--- config.mk ---
export PLATFORM = sky130hd
export DESIGN_NAME = pcc_strobe_ctrl
export DESIGN_NICKNAME = d
export VERILOG_FILES = /design/src/rtl/pcc_pkg.sv /design/src/rtl/pcc_seq.sv /design/src/rtl/pcc_lane_steer.sv /design/src/rtl/pcc_strobe_dec.sv /design/src/rtl/pcc_strobe_ctrl.sv
export SDC_FILE = /design/constraint.sdc
export NUM_CORES = 1
export LEC_CHECK = 0
export BUFFER_PORTS_ARGS = -buffer_cell sky130_fd_sc_hd__clkbuf_2
export CORE_ASPECT_RATIO = 0.5
export CORE_MARGIN = 2
export CORE_UTILIZATION = 45
export CTS_CLUSTER_SIZE = 30
export DETAILED_ROUTE_END_ITERATION = 10
export PLACE_DENSITY_LB_ADDON = 0.08
export SYNTH_ARGS = -nofsm -noshare
export SYNTH_HDL_FRONTEND = slang
export SYNTH_HIERARCHICAL = 1
export SYNTH_SLANG_ARGS = --single-unit
--- constraint.sdc ---
create_clock -name clk -period 2.7 [get_ports clk]
set_input_delay 0.135 -clock clk [delete_from_list [all_inputs] [get_ports clk]]
set_output_delay 0.135 -clock clk [all_outputs]
set_load 0.005 [all_outputs]
--- src/rtl/pcc_pkg.sv ---
package pcc_pkg;

   typedef enum logic [1:0] {
      PH_IDLE   = 2'd0,
      PH_SETUP  = 2'd1,
      PH_ACTIVE = 2'd2,
      PH_HOLD   = 2'd3
   } phase_t;

   localparam int STB_OE   = 0;
   localparam int STB_WE   = 1;
   localparam int STB_IORD = 2;
   localparam int STB_IOWR = 3;
   localparam int N_STB    = 4;

   function automatic logic [N_STB-1:0] strobe_select(input logic [1:0] space,
                                                       input logic wr);
      logic [N_STB-1:0] s;
      s = '0;
      s[STB_OE]   = !space[1] && !wr;
      s[STB_WE]   = !space[1] &&  wr;
      s[STB_IORD] =  space[1] && !wr;
      s[STB_IOWR] =  space[1] &&  wr;
      return s;
   endfunction

endpackage

--- src/rtl/pcc_seq.sv ---
module pcc_seq
   import pcc_pkg::*;
#(
   parameter int SETUP_CLKS  = 2,
   parameter int ACTIVE_CLKS = 3,
   parameter int HOLD_CLKS   = 1,
   parameter int DATA_W      = 16
) (
   input  logic              clk,
   input  logic              rst_n,
   input  logic              start,
   input  logic              is_io,
   input  logic              is_word,
   input  logic              is_read,
   input  logic              lane_lo,
   input  logic              lane_hi,
   input  logic              wait_n,
   input  logic              iois16_n,
   input  logic [DATA_W-1:0] card_rdata,
   output phase_t            phase,
   output logic              split,
   output logic              second,
   output logic              done,
   output logic [DATA_W-1:0] rdata,
   output logic              io16_flag
);

   localparam int MAX_A = (SETUP_CLKS > ACTIVE_CLKS) ? SETUP_CLKS : ACTIVE_CLKS;
   localparam int MAX_C = (MAX_A > HOLD_CLKS) ? MAX_A : HOLD_CLKS;
   localparam int CW    = (MAX_C < 2) ? 1 : $clog2(MAX_C);
   localparam int HALF  = DATA_W / 2;

   logic [CW-1:0] cnt;

   always_ff @(posedge clk or negedge rst_n) begin
      if (!rst_n) begin
         phase     <= PH_IDLE;
         cnt       <= '0;
         split     <= 1'b0;
         second    <= 1'b0;
         done      <= 1'b0;
         rdata     <= '0;
         io16_flag <= 1'b0;
      end else begin
         done <= 1'b0;
         unique case (phase)
            PH_IDLE: begin
               if (start) begin
                  phase  <= PH_SETUP;
                  cnt    <= CW'(SETUP_CLKS - 1);
                  split  <= 1'b0;
                  second <= 1'b0;
                  rdata  <= '0;
               end
            end
            PH_SETUP: begin
               if (cnt == '0) begin
                  phase <= PH_ACTIVE;
                  cnt   <= CW'(ACTIVE_CLKS - 1);
                  if (is_io && !second) begin
                     io16_flag <= !iois16_n;
                     split     <= is_word && iois16_n;
                  end
               end else begin
                  cnt <= cnt - 1'b1;
               end
            end
            PH_ACTIVE: begin
               if (cnt != '0) begin
                  cnt <= cnt - 1'b1;
               end else if (wait_n) begin
                  phase <= PH_HOLD;
                  cnt   <= CW'(HOLD_CLKS - 1);
                  if (is_read && lane_lo) rdata[HALF-1:0]      <= card_rdata[HALF-1:0];
                  if (is_read && lane_hi) rdata[DATA_W-1:HALF] <= card_rdata[DATA_W-1:HALF];
               end
            end
            PH_HOLD: begin
               if (cnt != '0) begin
                  cnt <= cnt - 1'b1;
               end else if (split && !second) begin
                  phase  <= PH_SETUP;
                  cnt    <= CW'(SETUP_CLKS - 1);
                  second <= 1'b1;
               end else begin
                  phase <= PH_IDLE;
                  done  <= 1'b1;
               end
            end
            default: phase <= PH_IDLE;
         endcase
      end
   end

endmodule

--- src/rtl/pcc_lane_steer.sv ---
module pcc_lane_steer
   import pcc_pkg::*;
(
   input  phase_t phase,
   input  logic   addr0,
   input  logic   is_word,
   input  logic   split,
   input  logic   second,
   output logic   lane_lo,
   output logic   lane_hi,
   output logic   ce_lo_n,
   output logic   ce_hi_n,
   output logic   card_a0
);

   logic engaged;

   always_comb begin
      engaged = (phase != PH_IDLE);
      if (is_word) begin
         lane_lo = split ? !second : 1'b1;
         lane_hi = split ?  second : 1'b1;
         card_a0 = split &&  second;
      end else begin
         lane_lo = !addr0;
         lane_hi =  addr0;
         card_a0 =  addr0;
      end
      ce_lo_n = !(engaged && lane_lo);
      ce_hi_n = !(engaged && lane_hi);
   end

endmodule

--- src/rtl/pcc_strobe_dec.sv ---
module pcc_strobe_dec
   import pcc_pkg::*;
(
   input  phase_t            phase,
   input  logic [1:0]        space,
   input  logic              is_write,
   output logic [N_STB-1:0]  strobe_n,
   output logic              reg_n
);

   logic [N_STB-1:0] sel;
   logic             run;

   assign sel   = strobe_select(space, is_write);
   assign run   = (phase == PH_ACTIVE);
   assign reg_n = !((phase != PH_IDLE) && (space != 2'b00));

   for (genvar i = 0; i < N_STB; i++) begin : g_stb
      assign strobe_n[i] = !(run && sel[i]);
   end

endmodule

--- src/rtl/pcc_strobe_ctrl.sv ---
module pcc_strobe_ctrl
   import pcc_pkg::*;
#(
   parameter int ADDR_W      = 26,
   parameter int DATA_W      = 16,
   parameter int SETUP_CLKS  = 2,
   parameter int ACTIVE_CLKS = 3,
   parameter int HOLD_CLKS   = 1
) (
   input  logic              clk,
   input  logic              rst_n,
   input  logic              card_reset_cmd,
   input  logic              req_valid,
   input  logic              req_write,
   input  logic [1:0]        req_space,
   input  logic              req_byte,
   input  logic [ADDR_W-1:0] req_addr,
   input  logic [DATA_W-1:0] req_wdata,
   output logic              busy,
   output logic              done,
   output logic [DATA_W-1:0] rdata,
   output logic              io16_seen,
   output logic [ADDR_W-1:0] card_addr,
   output logic [DATA_W-1:0] card_wdata,
   output logic              card_data_oe,
   input  logic [DATA_W-1:0] card_rdata,
   output logic              card_ce_lo_n,
   output logic              card_ce_hi_n,
   output logic              card_reg_n,
   output logic              card_oe_n,
   output logic              card_we_n,
   output logic              card_iord_n,
   output logic              card_iowr_n,
   input  logic              card_wait_n,
   input  logic              card_iois16_n,
   output logic              card_reset
);

   if (DATA_W != 16) begin : g_bad_width
      $error("pcc_strobe_ctrl: DATA_W must be 16");
   end
   if (ADDR_W < 2) begin : g_bad_addr
      $error("pcc_strobe_ctrl: ADDR_W must be at least 2");
   end
   if (SETUP_CLKS < 1 || ACTIVE_CLKS < 1 || HOLD_CLKS < 1) begin : g_bad_count
      $error("pcc_strobe_ctrl: phase counts must be at least 1");
   end

   phase_t            phase;
   logic              split, second, start;
   logic              lat_write, lat_byte;
   logic [1:0]        lat_space;
   logic [ADDR_W-1:0] lat_addr;
   logic [DATA_W-1:0] lat_wdata;
   logic              lane_lo, lane_hi, a0;
   logic [N_STB-1:0]  strobe_n;

   assign start = req_valid && (phase == PH_IDLE) && !card_reset;

   always_ff @(posedge clk or negedge rst_n) begin
      if (!rst_n) begin
         lat_write  <= 1'b0;
         lat_byte   <= 1'b0;
         lat_space  <= 2'b00;
         lat_addr   <= '0;
         lat_wdata  <= '0;
         card_reset <= 1'b1;
      end else begin
         card_reset <= card_reset_cmd;
         if (start) begin
            lat_write <= req_write;
            lat_byte  <= req_byte;
            lat_space <= req_space;
            lat_addr  <= req_addr;
            lat_wdata <= req_wdata;
         end
      end
   end

   pcc_seq #(
      .SETUP_CLKS (SETUP_CLKS),
      .ACTIVE_CLKS(ACTIVE_CLKS),
      .HOLD_CLKS  (HOLD_CLKS),
      .DATA_W     (DATA_W)
   ) u_seq (
      .clk       (clk),
      .rst_n     (rst_n),
      .start     (start),
      .is_io     (lat_space[1]),
      .is_word   (!lat_byte),
      .is_read   (!lat_write),
      .lane_lo   (lane_lo),
      .lane_hi   (lane_hi),
      .wait_n    (card_wait_n),
      .iois16_n  (card_iois16_n),
      .card_rdata(card_rdata),
      .phase     (phase),
      .split     (split),
      .second    (second),
      .done      (done),
      .rdata     (rdata),
      .io16_flag (io16_seen)
   );

   pcc_lane_steer u_steer (
      .phase  (phase),
      .addr0  (lat_addr[0]),
      .is_word(!lat_byte),
      .split  (split),
      .second (second),
      .lane_lo(lane_lo),
      .lane_hi(lane_hi),
      .ce_lo_n(card_ce_lo_n),
      .ce_hi_n(card_ce_hi_n),
      .card_a0(a0)
   );

   pcc_strobe_dec u_dec (
      .phase   (phase),
      .space   (lat_space),
      .is_write(lat_write),
      .strobe_n(strobe_n),
      .reg_n   (card_reg_n)
   );

   assign busy         = (phase != PH_IDLE);
   assign card_addr    = {lat_addr[ADDR_W-1:1], a0};
   assign card_wdata   = lat_wdata;
   assign card_data_oe = busy && lat_write;
   assign card_oe_n    = strobe_n[STB_OE];
   assign card_we_n    = strobe_n[STB_WE];
   assign card_iord_n  = strobe_n[STB_IORD];
   assign card_iowr_n  = strobe_n[STB_IOWR];

endmodule

# Yosys cells after proc, flatten, opt, wreduce, memory -nomap -nowiden
# Index checks and enable logic that the tools add are counted.
# totals
register_bits	71
out_inout_bits	70
word_cells	112
# op_classes
add_sub_neg	1
eq_ne	14
n_mux	34
n_reduce_logical	49
# op_table
op	count
2-to-1 mux 16 bit	3
case mux 16 bit (2 select lines)	1
logical AND 1 bit	20
2-to-1 mux 2 bit	10
2-to-1 mux 8 bit	2
case mux 2 bit (4 select lines)	2
AND reduction 5 bit	3
logical NOT 1 bit	14
2-to-1 mux 1 bit	14
inequality test 2 bit (second input constant)	6
nonzero test 2 bit	6
AND reduction 4 bit	2
inequality test 2 x 1 -> 1 bit (second input constant)	3
AND reduction 3 bit	2
== test 2 bit (second input constant)	2
logical NOT 2 bit	2
case mux 1 bit (2 select lines)	2
inequality test 3 x 1 -> 1 bit (second input constant)	1
inequality test 3 bit (second input constant)	1
== test 2 x 1 -> 1 bit (second input constant)	1
subtractor 2 x 1 -> 2 bit (second input constant)	1

# Longest topological paths before layout
# Gate-level depths: netlist of the first run.
# depth
depth_word	8
ltp_mapped	8
ltp_nobuf	7

# Modules after synthesis
# The synthesis of the first run kept the hierarchy.
# modules_own_cells
module	n_inst	cells_per_inst	area_per_inst_um2	seq_area_each_um2
pcc_strobe_ctrl	1	129	1986.9	1177.4
pcc_seq	1	102	1236.2	600.6
pcc_lane_steer	1	10	56.3	0.0
pcc_strobe_dec	1	5	47.5	0.0

# Least setup slack after synthesis of the first run
# OpenSTA, ideal clock, no wires.
# synth_path
path_type	reg-to-reg
startpoint	register u_seq.phase[1]
endpoint	register u_seq.rdata[0]
setup_ns	0.064
t_arrival_ns	2.061
setup_slack_ns	0.575
stages_incl_launch_ff	9
n_path_buf	3
period_less_slack_ns	2.125
cell_sequence	dfrtp_1 > nor4b_4 > buf_6 > buf_6 > and2b_4 > nor3_2 > and4_1 > buf_6 > a22o_2
# synth_via
elab_chain_len	5
# synth_lines
item	line	source
start, declared	pcc_seq.sv:20	output phase_t phase,
start signal, assigned	pcc_seq.sv:37	phase <= PH_IDLE;
start signal, assigned	pcc_seq.sv:49	phase <= PH_SETUP;
start signal, assigned	pcc_seq.sv:58	phase <= PH_ACTIVE;
logical NOT 2 bit	pcc_strobe_ctrl.sv:58	assign start = req_valid && (phase == PH_IDLE) && !card_reset;
logical AND 1 bit (2 in a row)	pcc_strobe_ctrl.sv:58	
net start	pcc_strobe_ctrl.sv:50	logic split, second, start;
inequality test 2 bit (no source line)	-	
AND reduction 5 bit (no source line)	-	
end signal, assigned by index	pcc_seq.sv:74	if (is_read && lane_lo) rdata[HALF-1:0] <= card_rdata[HALF-1:0];
end signal, assigned by index	pcc_seq.sv:75	if (is_read && lane_hi) rdata[DATA_W-1:HALF] <= card_rdata[DATA_W-1:HALF];
end, declared	pcc_seq.sv:24	output logic [DATA_W-1:0] rdata,
# The timed path passes the listed nets, and every way through them passes these cells.
# A chain may end at the register's enable or synchronous reset.

# Worst setup path after layout of the first run
# layout_path
startpoint	register u_seq.phase[1]
endpoint	register u_seq.rdata[0]
# layout_via
elab_chain_len	5
# layout_lines
item	line
logical NOT 2 bit	pcc_seq.sv:46, pcc_strobe_ctrl.sv:58
logical AND 1 bit (2 in a row)	pcc_strobe_ctrl.sv:58
inequality test 2 bit (no source line)	-
AND reduction 5 bit (no source line)	-
# Several ways; a longest one is shown, not always the timed one.

==> results of run 1 <==
==> stage by stage <==
stage / setup WS [ns] / hold WS [ns] / area [um^2] / cells
2_1_floorplan: 0.575 / -0.161 / 3330 / 246
4_1_cts: 0.375 / 0.0108 / 4200 / 465
5_1_grt: 0.171 / 0.0133 / 4200 / 465
3_3_place_gp: 0.510 / 0.224 / 3870 / 447
6_report: 0.361 / 0.0179 / 4200 / 465
3_5_place_dp: 0.382 / 0.226 / 3870 / 447
==> area by class of cell <==
cell class	count	area (um^2)	share of cell area [%]
multi-input cells	134	1250	29.7
clock inverters	6	67.6	1.61
clock buffers	10	239	5.69
repair buffers	140	716	17.0
flip-flops and latches	71	1780	42.3
well taps	96	120	2.86
inverters	8	30.0	0.715
==> what timing repair did <==
item                       CTS  global route
hold buffers                 2             0
hold endpoints to repair    71             0
setup endpoints to repair    0             0
==> per-layer routing <==
layer / vias to the layer above / track usage [%]
li1: 1091 / -
met1: 1086 / 21.7
met2: 81 / 27.8
met3: 6 / 6.36
met4: 0 / 4.58
met5: - / 0
==> registers in the layout, indices dropped and copies added, names as in the netlist, 2 cells and up <==
signal / flops
u_seq/rdata: 16
card_wdata: 16
lat_space: 2
lat_addr: 26
u_seq/cnt: 2
u_seq/phase: 2
==> path summary, 6_finish.rpt <==
| kind | from | end | cells past startpoint |
|---|---|---|---|
| max reg2reg | u_seq/phase[1] | u_seq/rdata[0] | 6 |
| min in group asynchronous | rst_n | card_wdata[1] | 2 |
| max | u_seq/phase[1] | u_seq/rdata[0] | 6 |
| max in group asynchronous | rst_n | lat_addr[11] | 2 |
| min | req_wdata[11] | card_wdata[11] | 2 |
| min reg2reg | lat_addr[13] | lat_addr[13] | 1 |
==> power by group through the flow <==
stage	registers, W	clock network [W]	logic (W)
global placement	0.00192	0	0.00185
global route	0.00202	0.00127	0.00206
floorplan	0.00189	0	0.00137
finish	0.00192	0.00118	0.00186
detailed placement	0.00194	0	0.00189
CTS	0.00193	0.00122	0.00189
==> cells in the mapped netlist (all sizes together), types with 2 or more instances <==
cell     instances  area share (%)
dfrtp           70              53
mux2            49              17
buf             33             8.1
a22o            16             4.7
nand2           12             1.4
ha              10             3.8
inv              8            0.90
o21ai            6            0.90
nor2             4            0.45
nand2b           3            0.56
a21oi            2            0.30
and2             2            0.38
and2b            2            0.56
and4             2            0.53
nand3            2            0.30
nand4b           2            0.53
nand4bb          2            0.68
nor2b            2            0.38
==> critical path, delay by kind of cell (launching register included) <==
family	cells	cell delay, ns
AO/OA/AOI/OAI	1	0.20
AND/OR/NAND/NOR	3	0.95
adder cells (fa/ha/maj)	1	0.32
buffers and inverters	1	0.15
flip-flops	1	0.65
==> logic make-up (layout without fill, tap and decap cells) <==
| group | after synthesis | in the layout | share of synthesized area [%] |
|---|---|---|---|
| simple gates | 38 | 38 | 7.45 |
| fa+ha+maj | 10 | 10 | 3.76 |
| compound gates | 36 | 36 | 9.44 |
| flops | 71 | 71 | 53.4 |
| mux | 50 | 50 | 16.9 |
| buf+inv | 41 | 164 | 9.03 |
==> impl_metrics.csv, run 1 <==
group,metric,value,unit
critical_path,path_cells,"inv_1 -> ha_1 -> and2b_4 -> nor3_2 -> and4_1 -> a22o_2",
clock_network,cts_resized,0,
routing,vias_per_cell,4.87,
layout,drive_above_1_share,53.1,%
pwr,power_density,1180,nW/um^2
floorplanning,die-height,64.8,um
pwr,ir_drop,0.000523,V
floorplanning,coreArea,7240,um^2
pwr,p_seq_share,38.8,%
critical_path,cp_slowest_stage_delay,0.65,ns
routing,first_iter_violations,75,
yosys,synth.distinct_cells,41,
pwr,internal-power,0.00333,W
pwr,combPwrFrac,37.5,%
yosys,synthCells,246,
clock_network,post_cts_buffers,0,
clock_network,clkSlewWorstSetupHoldPaths,0.06,ns
clock_network,clock_latency,0.33,ns
layout,syn2layout_area_growth,26.2,%
routing,first_pass_iters,4,
pwr,switchingPower,0.00163,W
pwr,total_leakage_power,2.14,nW
global_route,grt.total_usage,17.1,%
critical_path,cp-end-kind,"register",
flow_run,maxCapViolations,0,
critical_path,crit_required,2.97,ns
sta,skew,0.00468,ns
sta,tightest_slew,0.884,ns
pwr,total_power,0.00496,W
sta,rsz0062_at_grt,"false",
sta,hold_viol,0,
yosys,async_flop_share,100,%
routing,dr_wl_met2,3190,um
global_route,grt_pass1_vias,2129,
sta,min_period_over_period,86.6,%
global_route,grt_pass1_wl,10600,um
sta,fin_setup_tns,0,ns
clock_network,h-tree-depth,3,
layout,post-route-util,58.0,%
clock_network,cts_sinks,71,
floorplanning,initial_utilization,46.0,%
pwr,pwr-share-clk,23.8,%
placed_design,hpwl,4970,um
routing,vias,2264,
layout,n_antenna_cell,0,
placed_design,portBuffers,137,
sta,finalCriticalPeriod,2.34,ns
yosys,synth-edff-count,0,
routing,drtAntennaViolNets,0,
global_route,antenna_found_initial,0,
run_status,outcome,"complete, no violations",
sta,maxSlewHeadroom,41.1,%
yosys,ys_warn_count,6,
yosys,ys_ff_latch,71,
critical_path,r2r_slack,0.36,ns
floorplanning,rows,22,
yosys,ys_seq_area_share,53.4,%
global_route,grt_max_degree,72,
hold_path,hold_path_class,"input pin to register",
clock_network,root_buffer,"clkbuf_16",
layout,nNetsFinal,442,
routing,wl,6760,um
layout,final_cell_mix,"136 x clkbuf_2, 70 x dfrtp_1, 29 x mux2_1",
routing,met3WireLength,492,um
critical_path,critPathKind,"register to register",
yosys,synth_area_per_cell,13.5,um^2
layout,final_common_cell,"clkbuf_2",
clock_network,numCtsBuffers,9,
routing,route.detailed.drc,0,
routing,wl_met1,3040,um
critical_path,crit_arrival,2.60,ns
routing,top_layer,"met4",
floorplanning,die_area,8140,um^2
placed_design,gp_congestion,0.758,
clock_network,cts_tree,"yes",
sta,fmax,428,MHz
sta,setup_viol,0,
yosys,synthesis.nets,324,
global_route,grt-ovfl-total,0,
layout,fillers,621,
floorplanning,io_pins,138,
pwr,switching_share,32.8,%
yosys,synth_ff_type,"dfrtp_1",
critical_path,cp_slowest_cell,"dfrtp_1",
yosys,netlist_area,3330,um^2
critical_path,cp-start-kind,"register",
critical_path,cp_max_fo,15,
clock_network,clock_path_buffers,2,
floorplanning,die_w,126,um
sta,finalMaxSlewViolations,0,
routing,wire_per_inst,14.5,um
(Power assumes the default switching activity.)
==> run 2: changes to the inputs <==
CORE_UTILIZATION = 43   (was 45)
SETUP_SLACK_MARGIN = 0.05   (was default)
clock period = 2.1 ns   (was 2.7 ns; I/O delays follow)
==> run 2 against run 1 <==
Against the previous run: the run now ends with hold timing left; non-clock buffer count is 56 higher; clock power rose by 49%; flip-flop and latch count unchanged; cell count rose by 12%; routed wire length increased by 14%; combinational power is 44% higher; die area up 4.4%; sequential power grew 29%; critical path type unchanged; largest cell class unchanged; highest routed layer unchanged.
==> impl_metrics.csv, run 2 (synthesis gave the netlist of run 1 again) <==
group,metric,value,unit
routing,first_pass_iters,4,
critical_path,rr_startpoint,"u_seq/phase[0]",
critical_path,r2r_slack,0.13,ns
global_route,grt_pass1_wl,12300,um
placed_design,portBuffers,137,
routing,vias,2510,
critical_path,cp-start-kind,"register",
routing,wire_per_inst,14.8,um
hold_path,hold_path_class,"input pin to register",
floorplanning,coreArea,7400,um^2
critical_path,cp_slowest_cell,"dfrtp_2",
sta,tightest_slew,0.796,ns
flow_run,maxCapViolations,0,
placed_design,gp_congestion,0.793,
sta,maxSlewHeadroom,46.9,%
sta,setup_viol,0,
layout,syn2layout_area_growth,44.8,%
global_route,grt.total_usage,19.0,%
routing,vias_per_cell,4.82,
clock_network,h-tree-depth,3,
sta,skew,0.00402,ns
sta,hold_viol,1,
floorplanning,die_w,128,um
pwr,total_leakage_power,2.41,nW
routing,wl,7690,um
sta,rsz0062_at_grt,"true",
floorplanning,initial_utilization,44.9,%
layout,top_register,"lat_addr",
clock_network,clkSlewWorstSetupHoldPaths,0.06,ns
critical_path,critPathKind,"register to register",
floorplanning,die_area,8500,um^2
run_status,violations,"hold timing",
critical_path,crit_arrival,2.24,ns
clock_network,cts_sinks,71,
critical_path,cp_slowest_stage_delay,0.43,ns
layout,fillers,548,
critical_path,crit_required,2.37,ns
clock_network,clock_latency,0.33,ns
critical_path,path_cells,"inv_1 -> ha_1 -> and2b_4 -> nor3_4 -> and4_2 -> a22o_2",
sta,finalCriticalPeriod,1.97,ns
pwr,total_power,0.00691,W
clock_network,numCtsBuffers,9,
routing,route.detailed.drc,0,
hold_path,holdCritStartpoint,"req_addr[11]",
sta,finalMaxSlewViolations,0,
layout,final_common_cell,"clkbuf_2",
layout,n_antenna_cell,0,
floorplanning,io_pins,138,
critical_path,startpoint,"u_seq/phase[0]",
clock_network,root_buffer,"clkbuf_16",
sta,fmax,508,MHz
global_route,grt_max_degree,48,
layout,final_cell_mix,"136 x clkbuf_2, 68 x dfrtp_1, 49 x dlygate4sd3_1",
global_route,antenna_found_initial,0,
floorplanning,rows,22,
sta,whs,-0.00106,ns
global_route,grt_pass1_vias,2578,
layout,largest_reg_flops,26,
layout,post-route-util,65.0,%
critical_path,cpLargestDelayFamily,"simple AND/OR/NAND/NOR gates",
critical_path,cp-end-kind,"register",
pwr,power_density,1430,nW/um^2
floorplanning,die-height,66.2,um
layout,nNetsFinal,498,
sta,fin_setup_tns,0,ns
clock_network,cts_tree,"yes",
layout,drive_above_1_share,49.4,%
routing,drtAntennaViolNets,0,
clock_network,clock_path_buffers,2,
placed_design,hpwl,5110,um
run_status,outcome,"finished with violations",
critical_path,cp_max_fo,8,
sta,min_period_over_period,93.7,%
critical_path,critPathBufInv,1,
pwr,ir_drop,0.000653,V
global_route,grt-ovfl-total,0,
routing,first_iter_violations,93,
## run 2: metrics by stage
| step | hold WS (ns) | area (um^2) | setup WS, ns | instances |
|---|---|---|---|---|
| 2_1_floorplan | -0.191 | 3330 | 0.0539 | 246 |
| 3_3_place_gp | 0.195 | 3930 | 0.153 | 452 |
| 3_5_place_dp | 0.202 | 3930 | 0.0456 | 452 |
| 4_1_cts | 0.0000678 | 4770 | 0.0900 | 517 |
| 5_1_grt | 0.0000150 | 4820 | 0.0222 | 521 |
| 6_report | -0.00106 | 4820 | 0.133 | 521 |
## run 2: routing by layer
layer / global-route usage [%] / share of wire (%) / vias up / wire length (um)
met3: 7.44 / 8.5 / 14 / 655
li1: - / - / 1204 / -
met2: 31.8 / 45 / 102 / 3490
met4: 7.28 / 1.6 / 0 / 121
met1: 22.5 / 44 / 1190 / 3420
met5: 0 / 0 / - / 0
## run 2: worst reg2reg max path: cells and delay by family, from the launching register on
family	cells	cell delay, ns
compound gates	1	0.18
fa+ha+maj	1	0.29
buf+inv	1	0.13
flops	1	0.43
simple gates	3	0.87
## run 2: what timing repair did
| item | 4_1_cts | 5_1_grt |
|---|---|---|
| hold endpoints to repair | 79 | 0 |
| endpoints found under the setup margin | 16 | 17 |
| hold buffers | 49 | 0 |
| cloned | 0 | 0 |
| setup buffers | 0 | 4 |
| gates resized for setup | 2 | 3 |
| pin swaps | 0 | 0 |
## run 2: final timing paths
kind                            cells past startpoint             end
worst max-delay path                                6  u_seq/rdata[3]
worst min-delay path                                2    lat_addr[11]
worst max register to register                      6  u_seq/rdata[3]
worst min register to register                      1     lat_addr[1]
max in group asynchronous                           3   card_wdata[6]
min in group asynchronous                           2    lat_addr[13]
## run 2: area by class of cell
| class | count | area [um^2] | area share [%] |
|---|---|---|---|
| inverter | 8 | 30.0 | 0.624 |
| clock buffer | 11 | 243 | 5.04 |
| multi-input combinational | 134 | 1260 | 26.2 |
| tap | 96 | 120 | 2.49 |
| clock inverter | 5 | 104 | 2.16 |
| sequential | 71 | 1780 | 37.0 |
| timing repair buffer | 196 | 1280 | 26.5 |
## run 2: report_power, final
part	internal [W]	switching [W]
registers	0.00204	0.000425
logic	0.00147	0.00121
clock network	0.00119	0.000570
total	0.00471	0.00220
==> run 3: changes to the inputs <==
SYNTH_HIERARCHICAL = default   (was 1)
==> run 3 against run 2 <==
Against the previous run: the run now ends clean; largest power group is now registers; sequential power decreased by 2%; count of clock-buffer cells in the layout increased by 1; register-to-register slack improved by 0.11 ns; flip-flop and latch count unchanged; synthesized area decreased by 5.3%; die area decreased by 5.1%; synthesized cell count increased by 0.81%; via count increased by 5.3%; clock skew about the same; routed wire length increased by 2.0%; critical endpoint is now card_oe_n.
==> impl_metrics.csv, run 3 <==
group,metric,value,unit
run_status,outcome,"complete, no violations",
yosys,synthCells,248,
clock_network,post_cts_buffers,0,
layout,nNetsFinal,527,
critical_path,critPathKind,"register to output pin",
layout,multi_input_area,1300,um^2
sta,fin_setup_tns,0,ns
layout,largest_reg_flops,26,
pwr,combPwrFrac,37.6,%
routing,vias,2644,
flow_run,maxCapViolations,0,
global_route,grt_max_degree,72,
yosys,synth_ff_type,"dfrtp_1",
layout,post-route-util,70.5,%
layout,seq_area,1780,um^2
floorplanning,die-height,64.5,um
sta,finalCriticalPeriod,1.96,ns
critical_path,cp_max_fo,7,
floorplanning,die_w,125,um
yosys,yosysMostFrequentCell,"dfrtp_1",
sta,skew,0.00380,ns
pwr,internal-power,0.00429,W
floorplanning,coreArea,6880,um^2
layout,fillers,511,
yosys,netlist_area,3150,um^2
pwr,ir_drop,0.000850,V
clock_network,h-tree-depth,3,
pwr,pwr-share-clk,24.0,%
layout,drive_above_1_share,47.7,%
placed_design,dpl-instance-area,3950,um^2
critical_path,cp-end-kind,"output pin",
pwr,switchingPower,0.00202,W
clock_network,cts_tree,"yes",
pwr,p_seq_share,38.4,%
pwr,switching_share,32.0,%
floorplanning,initial_utilization,45.7,%
critical_path,cp-start-kind,"register",
clock_network,clock_latency,0.33,ns
placed_design,portBuffers,137,
layout,final_cell_mix,"136 x clkbuf_2, 68 x dfrtp_1, 58 x dlygate4sd3_1",
floorplanning,rows,21,
yosys,synth.distinct_cells,38,
yosys,synth_top_cells_by_count,"70 x dfrtp_1, 40 x nand2_1, 39 x mux2_2",
placed_design,gp_congestion,0.752,
layout,syn2layout_area_growth,54.2,%
routing,first_pass_iters,4,
sta,setup_viol,0,
yosys,ys_ff_latch,71,
yosys,synth_top_area_share,55.6,%
layout,final_common_cell,"clkbuf_2",
yosys,synthesis.nets,326,
placed_design,hpwl,5070,um
sta,fin_ws,0.137,ns
routing,first_iter_violations,100,
sta,maxSlewHeadroom,72.4,%
sta,fmax,509,MHz
critical_path,cp_slowest_cell,"dfrtp_2",
hold_path,hold_path_class,"input pin to register",
clock_network,clock_path_buffers,2,
routing,drtAntennaViolNets,0,
global_route,grt_pass1_vias,2739,
yosys,yosysTopAreaCell,"dfrtp_1",
critical_path,path_cells,"inv_1 -> ha_4 -> buf_4 -> or3b_2 -> clkbuf_2",
floorplanning,io_pins,138,
routing,wire_per_inst,14.4,um
layout,top_register,"lat_addr",
critical_path,cpLargestDelayFamily,"flip-flops",
sta,finalMaxSlewViolations,0,
sta,min_period_over_period,93.5,%
global_route,grt_pass1_wl,12900,um
clock_network,numCtsBuffers,9,
sta,rsz0062_at_grt,"false",
clock_network,root_buffer,"clkbuf_16",
layout,n_antenna_cell,0,
yosys,yosys-top-cells-area,"dfrtp_1 56%, mux2_2 14%, nand2_1 4.8%, ha_1 4.0%, mux2_1 3.2%",
hold_path,holdCritStartpoint,"req_wdata[5]",
critical_path,critPathBufInv,3,
yosys,synth_area_per_cell,12.7,um^2
yosys,ys_warn_count,0,
floorplanning,die_area,8070,um^2
critical_path,cp_slowest_stage_delay,0.45,ns
routing,route.detailed.drc,0,
critical_path,rr_startpoint,"u_seq.cnt[0]",
routing,wl,7840,um
pwr,power_density,1300,nW/um^2
clock_network,cts_sinks,71,
yosys,ys_seq_area_share,56.5,%
global_route,grt-ovfl-total,0,
yosys,async_flop_share,100,%
sta,tightest_slew,0.414,ns
placed_design,dp_slack,0.157,ns
routing,vias_per_cell,4.85,
pwr,total_leakage_power,2.39,nW
critical_path,crit_arrival,1.86,ns
sta,hold_viol,0,
critical_path,startpoint,"u_seq.phase[0]",
layout,stdcell_area,4850,um^2
critical_path,crit_required,2.00,ns
global_route,antenna_found_initial,0,
yosys,synth-edff-count,0,
clock_network,clkSlewWorstSetupHoldPaths,0.05,ns
global_route,grt.total_usage,20.6,%
==> run 3: final cells by class <==
type | instances | share of cell area (%)
Tap cell | 92 | 2.37
Clock inverter | 3 | 0.876
Multi-Input combinational cell | 161 | 26.8
Sequential cell | 71 | 36.7
Timing Repair Buffer | 201 | 27.6
Inverter | 5 | 0.387
Clock buffer | 12 | 5.28
==> run 3: cells by family after synthesis <==
group / after synthesis / share of synthesized area (%)
mux: 48 / 17.2
fa+ha+maj: 10 / 3.97
compound gates: 36 / 8.50
flops: 71 / 56.5
buf+inv: 16 / 2.94
simple gates: 67 / 11.0
==> run 3: power by group through the flow <==
stage                     registers (W)  clock network [W]  logic, W
after floorplan                 0.00240                  0   0.00125
after global placement          0.00237                  0   0.00222
after detailed placement        0.00242                  0   0.00227
after CTS                       0.00241            0.00156   0.00238
after global routing            0.00251            0.00162   0.00262
final                           0.00242            0.00152   0.00237
==> run 3: path summary, 6_finish.rpt <==
kind / slack, ns / depth (start not counted) / end
min reg2reg: 0.49 / 2 / u_seq.io16_flag
max in group asynchronous: 1.45 / 3 / card_reset
min: 0.009 / 2 / card_wdata[5]
max: 0.14 / 5 / card_oe_n
max reg2reg: 0.24 / 7 / u_seq.rdata[13]
min in group asynchronous: 0.32 / 3 / lat_addr[20]
==> run 3: what timing repair did <==
| item | in CTS | in global routing |
|---|---|---|
| gates resized for setup | 2 | 5 |
| endpoints found under the setup margin | 1 | 50 |
| hold endpoints to repair | 127 | 0 |
| hold buffers | 58 | 0 |
==> run 3: stage by stage <==
| step | hold slack, ns | std cells | total power, W |
|---|---|---|---|
| final | 0.00891 | 545 | 0.00631 |
| after CTS | 0.000341 | 545 | 0.00635 |
| after detailed placement | 0.161 | 472 | 0.00469 |
| after global placement | 0.157 | 472 | 0.00459 |
| after floorplan | -0.191 | 248 | 0.00365 |
| after global routing | 0.00611 | 545 | 0.00675 |
==> run 3: metal layers <==
layer	vias up	GRT usage (%)	wire, um
met1	1295	22.5	3170
met4	0	8.75	132
met2	77	36.5	4030
met5	-	0	0
li1	1258	-	-
met3	14	7.93	515
